`config.mk`:
```
export PLATFORM = sky130hd
export DESIGN_NAME = ctmodexp
export DESIGN_NICKNAME = d
export VERILOG_FILES = /design/src/rtl/ctme_pkg.sv /design/src/rtl/ctme_digit_scan.sv /design/src/rtl/ctme_operand_sel.sv /design/src/rtl/ctme_reduce.sv /design/src/rtl/ctmodexp.sv
export SDC_FILE = /design/constraint.sdc
export NUM_CORES = 1
export LEC_CHECK = 0
export BUFFER_PORTS_ARGS = -buffer_cell sky130_fd_sc_hd__buf_2
export CELL_PAD_IN_SITES_DETAIL_PLACEMENT = 1
export CELL_PAD_IN_SITES_GLOBAL_PLACEMENT = 1
export CORE_MARGIN = 4
export CORE_UTILIZATION = 40
export CTS_CLUSTER_SIZE = 40
export DETAILED_ROUTE_END_ITERATION = 16
export PLACE_DENSITY = 0.62
export SLEW_MARGIN = 20
export SYNTH_ARGS = -nofsm -noshare
export SYNTH_HDL_FRONTEND = slang
export SYNTH_HIERARCHICAL = 1
export SYNTH_SLANG_ARGS = --single-unit
export TNS_END_PERCENT = 100
```
`constraint.sdc`:
```
create_clock -name clk -period 13.29 [get_ports clk]
set_input_delay 1.329 -clock clk [delete_from_list [all_inputs] [get_ports clk]]
set_output_delay 1.329 -clock clk [all_outputs]
set_load 0.03 [all_outputs]
```
`src/rtl/ctme_pkg.sv`:
```
package ctme_pkg;
   typedef enum logic [2:0] {
      ST_IDLE,
      ST_ENTER,
      ST_BUILD,
      ST_SQR,
      ST_MUL,
      ST_EXIT,
      ST_REDUCE
   } ctme_state_t;
endpackage

```
`src/rtl/ctme_digit_scan.sv`:
```
module ctme_digit_scan #(
   parameter int EBITS = 20,
   parameter int WIN   = 5
) (
   input  logic             clk,
   input  logic             rst_n,
   input  logic             load,
   input  logic [EBITS-1:0] expo,
   input  logic             advance,
   output logic [WIN-1:0]   digit,
   output logic             last_win
);
   localparam int NWIN = EBITS / WIN;
   localparam int CW   = $clog2(NWIN + 1);

   logic [EBITS-1:0] e_q;
   logic [CW-1:0]    wc_q;

   always_ff @(posedge clk or negedge rst_n) begin
      if (!rst_n) begin
         e_q  <= '0;
         wc_q <= '0;
      end else if (load) begin
         e_q  <= expo;
         wc_q <= '0;
      end else if (advance) begin
         e_q  <= e_q << WIN;
         wc_q <= wc_q + 1'b1;
      end
   end

   assign digit    = e_q[EBITS-1 -: WIN];
   assign last_win = (wc_q == CW'(NWIN - 1));
endmodule

```
`src/rtl/ctme_operand_sel.sv`:
```
module ctme_operand_sel #(
   parameter int W   = 16,
   parameter int WIN = 5
) (
   input  logic           clk,
   input  logic           rst_n,
   input  logic           wr_en,
   input  logic           wr_first,
   input  logic [W-1:0]   wr_data,
   input  logic [W-1:0]   one_val,
   input  logic [WIN-1:0] digit,
   output logic [W-1:0]   mul_op,
   output logic [W-1:0]   build_a,
   output logic [W-1:0]   build_b,
   output logic           build_last
);
   logic [W-1:0] x_r;

   always_ff @(posedge clk or negedge rst_n) begin
      if (!rst_n)                x_r <= '0;
      else if (wr_en && wr_first) x_r <= wr_data;
   end

   assign build_b = x_r;

   if (WIN == 1) begin : g_mask
      logic [W-1:0] mask;
      assign mask       = {W{digit[0]}};
      assign mul_op     = (x_r & mask) | (one_val & ~mask);
      assign build_a    = x_r;
      assign build_last = 1'b1;
   end else begin : g_table
      localparam int TSIZE = 1 << WIN;
      logic [W-1:0]   tbl [TSIZE];
      logic [WIN-1:0] wp_q;

      always_ff @(posedge clk or negedge rst_n) begin
         if (!rst_n) begin
            wp_q <= '0;
         end else if (wr_en && wr_first) begin
            wp_q <= WIN'(1);
         end else if (wr_en) begin
            wp_q <= wp_q + 1'b1;
         end
      end

      always_ff @(posedge clk) begin
         if (wr_en && wr_first)
            tbl[0] <= one_val;
         else if (wr_en)
            tbl[wp_q] <= wr_data;
      end

      assign mul_op     = tbl[digit];
      assign build_a    = tbl[wp_q - 1'b1];
      assign build_last = (wp_q == WIN'(TSIZE - 1));
   end
endmodule

```
`src/rtl/ctme_reduce.sv`:
```
module ctme_reduce #(
   parameter int W      = 16,
   parameter int STAGES = 2
) (
   input  logic [W-1:0] x,
   input  logic [W-1:0] m,
   output logic [W-1:0] y
);
   logic [W-1:0] chain [STAGES+1];
   assign chain[0] = x;

   for (genvar s = 0; s < STAGES; s++) begin : g_stage
      logic [W:0]   diff;
      logic [W-1:0] keep_mask;
      assign diff      = {1'b0, chain[s]} - {1'b0, m};
      assign keep_mask = {W{diff[W]}};
      assign chain[s+1] = (chain[s] & keep_mask) | (diff[W-1:0] & ~keep_mask);
   end

   assign y = chain[STAGES];
endmodule

```
`src/rtl/ctmodexp.sv`:
```
module ctmodexp #(
   parameter int W     = 16,
   parameter int EBITS = 20,
   parameter int WIN   = 5
) (
   input  logic             clk,
   input  logic             rst_n,
   input  logic             start,
   input  logic [W-1:0]     base,
   input  logic [EBITS-1:0] expo,
   input  logic [W-1:0]     modulus,
   input  logic [W-1:0]     r_mod,
   input  logic [W-1:0]     r2_mod,
   output logic             busy,
   output logic             done,
   output logic [W-1:0]     result,
   output logic             mm_req,
   output logic [W-1:0]     mm_a,
   output logic [W-1:0]     mm_b,
   input  logic             mm_ack,
   input  logic [W-1:0]     mm_res
);
   import ctme_pkg::*;

   localparam int SQW = (WIN > 1) ? $clog2(WIN) : 1;

   if (W < 2) begin : g_bad_w
      $error("ctmodexp: W must be at least 2");
   end
   if (WIN < 1 || WIN > 8) begin : g_bad_win
      $error("ctmodexp: WIN must lie in 1..8");
   end
   if (EBITS % WIN != 0 || EBITS < WIN) begin : g_bad_ebits
      $error("ctmodexp: EBITS must be a non-zero multiple of WIN");
   end

   ctme_state_t    st_q;
   logic [W-1:0]   acc_q, g_q, r2_q, one_q, m_q;
   logic [SQW-1:0] sq_q;
   logic           accept, wr_en, wr_first, advance;
   logic [WIN-1:0] digit;
   logic           last_win, build_last;
   logic [W-1:0]   mul_op, build_a, build_b, reduced;

   assign accept   = start && (st_q == ST_IDLE);
   assign wr_first = (st_q == ST_ENTER);
   assign wr_en    = mm_ack && (st_q == ST_ENTER || st_q == ST_BUILD);
   assign advance  = mm_ack && (st_q == ST_MUL);

   ctme_digit_scan #(.EBITS(EBITS), .WIN(WIN)) u_scan (
      .clk      (clk),
      .rst_n    (rst_n),
      .load     (accept),
      .expo     (expo),
      .advance  (advance),
      .digit    (digit),
      .last_win (last_win)
   );

   ctme_operand_sel #(.W(W), .WIN(WIN)) u_sel (
      .clk        (clk),
      .rst_n      (rst_n),
      .wr_en      (wr_en),
      .wr_first   (wr_first),
      .wr_data    (mm_res),
      .one_val    (one_q),
      .digit      (digit),
      .mul_op     (mul_op),
      .build_a    (build_a),
      .build_b    (build_b),
      .build_last (build_last)
   );

   ctme_reduce #(.W(W), .STAGES(2)) u_red (
      .x (acc_q),
      .m (m_q),
      .y (reduced)
   );

   always_comb begin
      mm_req = 1'b1;
      mm_a   = acc_q;
      mm_b   = acc_q;
      unique case (st_q)
         ST_ENTER: begin mm_a = g_q;     mm_b = r2_q;    end
         ST_BUILD: begin mm_a = build_a; mm_b = build_b; end
         ST_SQR:   begin mm_a = acc_q;   mm_b = acc_q;   end
         ST_MUL:   begin mm_a = acc_q;   mm_b = mul_op;  end
         ST_EXIT:  begin mm_a = acc_q;   mm_b = W'(1);   end
         default:  begin mm_req = 1'b0;  mm_a = '0; mm_b = '0; end
      endcase
   end

   always_ff @(posedge clk or negedge rst_n) begin
      if (!rst_n) begin
         st_q   <= ST_IDLE;
         acc_q  <= '0;
         g_q    <= '0;
         r2_q   <= '0;
         one_q  <= '0;
         m_q    <= '0;
         sq_q   <= '0;
         busy   <= 1'b0;
         done   <= 1'b0;
         result <= '0;
      end else begin
         done <= 1'b0;
         unique case (st_q)
            ST_IDLE: if (accept) begin
               g_q   <= base;
               r2_q  <= r2_mod;
               one_q <= r_mod;
               m_q   <= modulus;
               busy  <= 1'b1;
               st_q  <= ST_ENTER;
            end
            ST_ENTER: if (mm_ack) begin
               acc_q <= one_q;
               sq_q  <= '0;
               st_q  <= (WIN > 1) ? ST_BUILD : ST_SQR;
            end
            ST_BUILD: if (mm_ack && build_last) begin
               st_q <= ST_SQR;
            end
            ST_SQR: if (mm_ack) begin
               acc_q <= mm_res;
               if (sq_q == SQW'(WIN - 1)) begin
                  sq_q <= '0;
                  st_q <= ST_MUL;
               end else begin
                  sq_q <= sq_q + 1'b1;
               end
            end
            ST_MUL: if (mm_ack) begin
               acc_q <= mm_res;
               st_q  <= last_win ? ST_EXIT : ST_SQR;
            end
            ST_EXIT: if (mm_ack) begin
               acc_q <= mm_res;
               st_q  <= ST_REDUCE;
            end
            ST_REDUCE: begin
               result <= reduced;
               done   <= 1'b1;
               busy   <= 1'b0;
               st_q   <= ST_IDLE;
            end
            default: st_q <= ST_IDLE;
         endcase
      end
   end
endmodule

```
After elaboration in Yosys (flattened, before gate mapping)
Memories as Yosys holds them, arrays and structs flattened.
Cells that the tools add are included.
{"block": "word_totals", "word_cells": 102, "out_inout_bits": 51, "in_bits": 104, "reg_bits": 148, "mem_count": 1, "ram_bits": 512}
{"block": "classes", "muxes": 36, "add_sub_neg": 6, "n_bitwise": 8, "n_reduce_logical": 20, "n_eq_ne": 17}
{"memory": "u_sel.g_table.tbl", "depth": 32, "width": 16, "rd": 2, "rd_ports_with_merged_regs": 0, "write_ports": 1, "line": "ctme_operand_sel.sv:34", "text": "logic [W-1:0] tbl [TSIZE];"}
{"operator": "one-hot mux 16 bit (5 select lines)", "n": 1}
{"operator": "AND 16 bit", "n": 4}
{"operator": "2-to-1 mux 16 bit", "n": 3}
{"operator": "one-hot mux 16 bit (3 select lines)", "n": 1}
{"operator": "2-to-1 mux 20 bit", "n": 2}
{"operator": "2-to-1 mux 3 bit", "n": 13}
{"operator": "subtractor 16 x 16 -> 17 bit", "n": 2}
{"operator": "NOT 16 bit", "n": 2}
{"operator": "OR 16 bit", "n": 2}
{"operator": "one-hot mux 16 bit (2 select lines)", "n": 1}
{"operator": "one-hot mux 3 bit (6 select lines)", "n": 1}
{"operator": "OR reduction 16 bit", "n": 1}
{"operator": "2-to-1 mux 5 bit", "n": 3}
{"operator": "== test 3 bit (second input constant)", "n": 4}
{"operator": "!= test 2 bit (second input constant)", "n": 6}
{"operator": "nonzero test 2 bit", "n": 5}
{"operator": "== test 3 x 2 -> 1 bit (second input constant)", "n": 3}
{"operator": "2-to-1 mux 1 bit", "n": 9}
{"operator": "AND reduction 7 bit", "n": 1}
{"operator": "adder 3 x 1 -> 3 bit (second input constant)", "n": 2}
{"operator": "one-hot mux 3 bit (2 select lines)", "n": 1}
{"operator": "AND reduction 3 bit", "n": 2}
{"operator": "adder 5 x 1 -> 5 bit (second input constant)", "n": 1}
{"operator": "== test 5 bit (second input constant)", "n": 1}
{"operator": "other kinds (10)", "n": 16}

Logic depth before layout (Yosys ltp)
{"block": "logic_depth", "depth_word": 8, "mapped_depth": 25, "mapped_depth_nobuf": 23}

Hierarchy
The synthesis kept the hierarchy.
{"mod": "ctme_operand_sel", "instances": 1, "area_per_inst_um2": 25270.5, "cells_each": 1281, "seq_area_each_um2": 15900.2}
{"mod": "ctmodexp", "instances": 1, "area_per_inst_um2": 5530.3, "cells_each": 521, "seq_area_each_um2": 2602.5}
{"mod": "ctme_reduce", "instances": 1, "area_per_inst_um2": 1873.0, "cells_each": 245, "seq_area_each_um2": 0.0}
{"mod": "ctme_digit_scan", "instances": 1, "area_per_inst_um2": 1122.3, "cells_each": 104, "seq_area_each_um2": 575.6}

Least setup slack after synthesis
Ideal clock, no wire load.
{"block": "synth_path", "path_kind": "register to register", "from": "register acc_q[0]", "to": "register result[12]", "path_stages_with_launch": 26, "setup_time_ps": 117, "arrival_time_ps": 5075, "setup_slack_ps": 8098, "cell_sequence": "dfrtp_1 -> inv_1 -> ha_1 -> fa_1 -> nor2b_1 -> o31a_1 -> o21bai_1 -> a21boi_0 -> o21a_1 -> clkbuf_1 -> nand2_1 -> o21ai_0 -> ha_1 -> inv_1 -> fa_1 -> a21oi_1 -> nor2b_1 -> a31o_1 -> o41a_1 -> o41ai_2 -> o31ai_2 -> a31oi_4 -> buf_6 -> mux2_1 -> nand2_1 -> nand2_1"}
{"block": "synth_between", "elab_chain_len": 8, "elab_cells_between_ends": 10}
{"element": "start, declared", "line": "ctmodexp.sv:38", "text": "logic [W-1:0] acc_q, g_q, r2_q, one_q, m_q;"}
{"element": "start signal, assigned", "line": "ctmodexp.sv:118", "text": "acc_q <= one_q;"}
{"element": "start signal, assigned", "line": "ctmodexp.sv:126", "text": "acc_q <= mm_res;"}
{"element": "start signal, assigned", "line": "ctmodexp.sv:135", "text": "acc_q <= mm_res;"}
{"element": "subtractor 16 x 16 -> 17 bit", "line": "ctme_reduce.sv:15", "text": "assign diff = {1'b0, chain[s]} - {1'b0, m};"}
{"element": "NOT 16 bit", "line": "ctme_reduce.sv:17", "text": "assign chain[s+1] = (chain[s] & keep_mask) | (diff[W-1:0] & ~keep_mask);"}
{"element": "AND 16 bit", "line": "ctme_reduce.sv:17"}
{"element": "OR 16 bit *", "line": "ctme_reduce.sv:17"}
{"element": "subtractor 16 x 16 -> 17 bit", "line": "ctme_reduce.sv:15"}
{"element": "NOT 16 bit", "line": "ctme_reduce.sv:17"}
{"element": "AND 16 bit", "line": "ctme_reduce.sv:17"}
{"element": "OR 16 bit *", "line": "ctme_reduce.sv:17"}
{"element": "via reduced[12]", "line": "ctmodexp.sv:43", "text": "logic [W-1:0] mul_op, build_a, build_b, reduced;"}
{"element": "end signal, assigned", "line": "ctmodexp.sv:143", "text": "result <= reduced;"}
{"element": "end, declared", "line": "ctmodexp.sv:16", "text": "output logic [W-1:0] result,"}
Mark *: on every way through the listed nets, which the timed path passes. The rest lies on a longest branch.
A chain may end at the register's enable or synchronous reset.

Final worst setup path
{"block": "layout_path", "from": "register u_sel.g_table.wp_q[0]", "to": "output mm_a[15]"}
{"block": "layout_between", "elab_chain_len": 3}
{"element": "start, declared", "line": "ctme_operand_sel.sv:35", "text": "logic [WIN-1:0] wp_q;"}
{"element": "start signal, assigned", "line": "ctme_operand_sel.sv:43", "text": "wp_q <= wp_q + 1'b1;"}
{"element": "subtractor 5 x 1 -> 5 bit", "line": "ctme_operand_sel.sv:55", "text": "assign build_a = tbl[wp_q - 1'b1];"}
{"element": "memory (32 x 16 bit)"}
{"element": "via build_a[15]", "line": "ctmodexp.sv:43"}
{"element": "one-hot mux 16 bit (3 select lines)", "line": "ctmodexp.sv:84", "text": "unique case (st_q)"}
{"element": "end, declared", "line": "ctmodexp.sv:18", "text": "output logic [W-1:0] mm_a,"}
The timed path passes the listed nets, and every way through them passes these cells.

==> run metrics <==
Max Cap Viol=0; DRC viols=0; largest area contributor in the netlist=edfxtp_1; RR Endpoint=result[1]; Tightest Pin Transition=1130 ps; Core ar.=83700 um^2; Leak=around 14 nW; Seq/Total Area, Yosys=0.565; io pins=approximately 160; Highest Clock Rate=132 MHz; Yosys Warn Count=6; CP Launch Type=register; end of the worst hold path=result[14]; Reg2Reg Depth=22; slowest CP cell=dfrtp_4; EDFF count, synth=512; hold depth=2; RSZ-0062 raised after global routing=false; Final WS setup=5730 ps; critical-path cell list=inv_1 > ha_4 > buf_4 > buf_4 > mux4_2 > nor2b_1 > a221oi_1 > a2111oi_1 > a222oi_1 > inv_1 > buf_2; drt via density=between 6 and 7; hold_buf cts=0; cts repair resizes=0; clk slew on worst S/H paths=~60 ps; top post-synthesis cells by count=edfxtp_1 (512), mux4_2 (256), mux2i_1 (162), nand2_1 (162), dfrtp_1 (148); gpl congestion=about 0.82; # H-tree levels=3; Final Skew=27.2 ps; Slew Viols, Final=0; status=finished, final reports clean; CTS Root Cell=clkbuf_16; initial antenna violation count=4; final wirelength=106 mm; global-route wire length before repair=between 150 and 200 mm; vias in the first global route=22300; CTS tree=built; RR Startpoint=acc_q[1]; setup bufs post-CTS=0; Post-synth top flop=edfxtp_1; setup violators final=0; Synth top area share=0.455; PortBufs=154; WS Path Type=reg -> out; Critical Path Fanout Max=53; CP Capture Type=primary output; mapped cell area=~34000 um^2; worst vdd ir=roughly 0.28 mV; Synth cell types=89; largest net degree at the start of global routing=95; CP arrival=just over 6000 ps; Hold Startpoint=result[14]; Final TNS setup=0 ps; count leader, synth=edfxtp_1; Synth Register Bits=660; Die Width=299 um; Layout Area Growth over Synthesis=12.9%; syn_nets=roughly 2300; Pwr Density=~290 nW/um^2; Detailed Place HPWL=a little over 70 mm; Final Cycle Share=0.569; Routed WL per cell=between 30 and 40 um; clk buf depth=3; Hold Path Class=reg -> reg; CTS buffer count=76; top cells by area, synth=edfxtp_1 (45%), mux4_2 (17%), dfrtp_1 (11%), mux2i_1 (4.8%), mux2_2 (4.6%); Post-synth ARST share=0.224; layout cells sized above 1=0.335; flop-to-flop setup slack=roughly 6700 ps; Antenna Violating Nets Remaining=0; total power=11.1 mW; GR Overflow Total=0; clk sink count=660; post-layout min period=between 7000 and 8000 ps; Relative slew margins=0.247; die area=between 80000 and 90000 um^2; post-synthesis area per instance=about 16 um^2; CP required=about 12000 ps; max incr delay on CP=1010 ps; Via Count=~21000; row count=about 110; initial DRC count=~2100; Place WS=6410 ps; nets@finish=around 2400; First-pass DRT Iterations=8; clock latency on the worst-skew pair=around 630 ps; Die Span Y=~300 um; Fin. Hold Viols=0; GRT Resource Usage Total=0.235; initial cell density of the core=0.404; Mapped Cells=2151
==> layout make-up <==
class                           instances  area [um^2]
Fill cell                            8171        45500
Inverter                               54          203
Sequential cell                       660        19100
Tap cell                             1134         1420
Antenna cell                            1         2.50
Timing Repair Buffer                  222         1300
Clock buffer                           91         2010
Clock inverter                         47          420
Multi-Input combinational cell       1286        13700
==> metal layers <==
layer  share of wire  wire length [um]  track usage
met5         0.00012                13            0
met4           0.033              3450       0.0754
met3           0.079              8300       0.0442
met2            0.48             50300        0.382
met1            0.41             43600        0.321
==> worst max path at each step <==
stage,depth (start not counted),slack [ps],start,to
after global routing,11,5490,u_sel/g_table.wp_q[0],mm_a[15]
after CTS,11,5740,u_sel/g_table.wp_q[0],mm_a[15]
after floorplan,25,8100,acc_q[0],result[12]
final,11,5730,u_sel/g_table.wp_q[0],mm_a[15]
after detailed placement,11,6410,u_sel/g_table.wp_q[0],mm_a[15]
after global placement,11,6460,u_sel/g_table.wp_q[0],mm_a[15]
==> stage by stage <==
step | instances | area [um^2] | util | hold slack [ps]
4_1_cts | 3494 | 38100 | 0.455 | 477
5_1_grt | 3494 | 38100 | 0.456 | 506
2_1_floorplan | 2151 | 33800 | - | 473
3_3_place_gp | 3356 | 35700 | 0.426 | 457
3_5_place_dp | 3356 | 35700 | 0.426 | 462
6_report | 3495 | 38100 | 0.456 | 471
==> cells by family (layout without fill, tap and decap cells) <==
family                   Yosys count  in the layout  synth area share
AO/OA/AOI/OAI                    288            288            0.0626
other                              0              1                 0
buffers and inverters            205            414            0.0324
multiplexers                     565            565             0.268
adder cells (fa/ha/maj)           43             43            0.0164
AND/OR/NAND/NOR                  368            368            0.0501
XOR/XNOR                          22             22           0.00626
flip-flops                       660            660             0.565
==> placed cells by master, fill, tap and decap left out, types with 5 or more instances in the layout <==
master and instances:
o21ai_0 39, clkbuf_1 12, clkinv_1 17, nand2_2 14, a222oi_1 16, clkinv_2 14, mux4_2 256, edfxtp_1 512
buf_2 153, mux2_1 7, inv_1 52, o21bai_1 5, a21o_1 7, mux2i_1 162, a2111oi_1 5, o21ai_1 29
nor2_1 92, buf_4 67, xnor2_1 12, dfrtp_1 141, a221oi_1 29, nor3_1 18, nor2b_1 38, a311oi_1 15
a2111oi_2 11, nand3_1 15, nand2b_1 8, o21a_1 12, xor2_1 9, ha_1 40, nand2_1 148, a21oi_1 76
clkbuf_16 78, mux2_2 139
==> worst max-delay path: cells and delay by family (launching register included) <==
| family | cells | cell delay (ps) |
|---|---|---|
| fa+ha+maj | 1 | 720 |
| flops | 1 | 1010 |
| compound gates | 3 | 1310 |
| mux | 1 | 330 |
| buf+inv | 5 | 1980 |
| simple gates | 1 | 130 |
==> where the power goes <==
group | leakage, nW | switching [mW] | total [mW] | internal [mW]
combinational | 5.94 | 3.43 | 5.86 | 2.43
sequential | 6.46 | 0.376 | 3.19 | 2.82
clock | 1.18 | 0.869 | 2.04 | 1.17
==> registers in the layout, indices dropped and copies added, names as in the netlist <==
name                count
u_sel/g_table.tbl     512
u_scan/wc_q             3
one_q                  16
r2_q                   16
sq_q                    3
u_sel/build_b          16
g_q                    16
acc_q                  16
done                    1
m_q                    16
busy                    1
u_scan/e_q             20
st_q                    3
u_sel/g_table.wp_q      5
result                 16
Power figures use the tool's default switching activity.
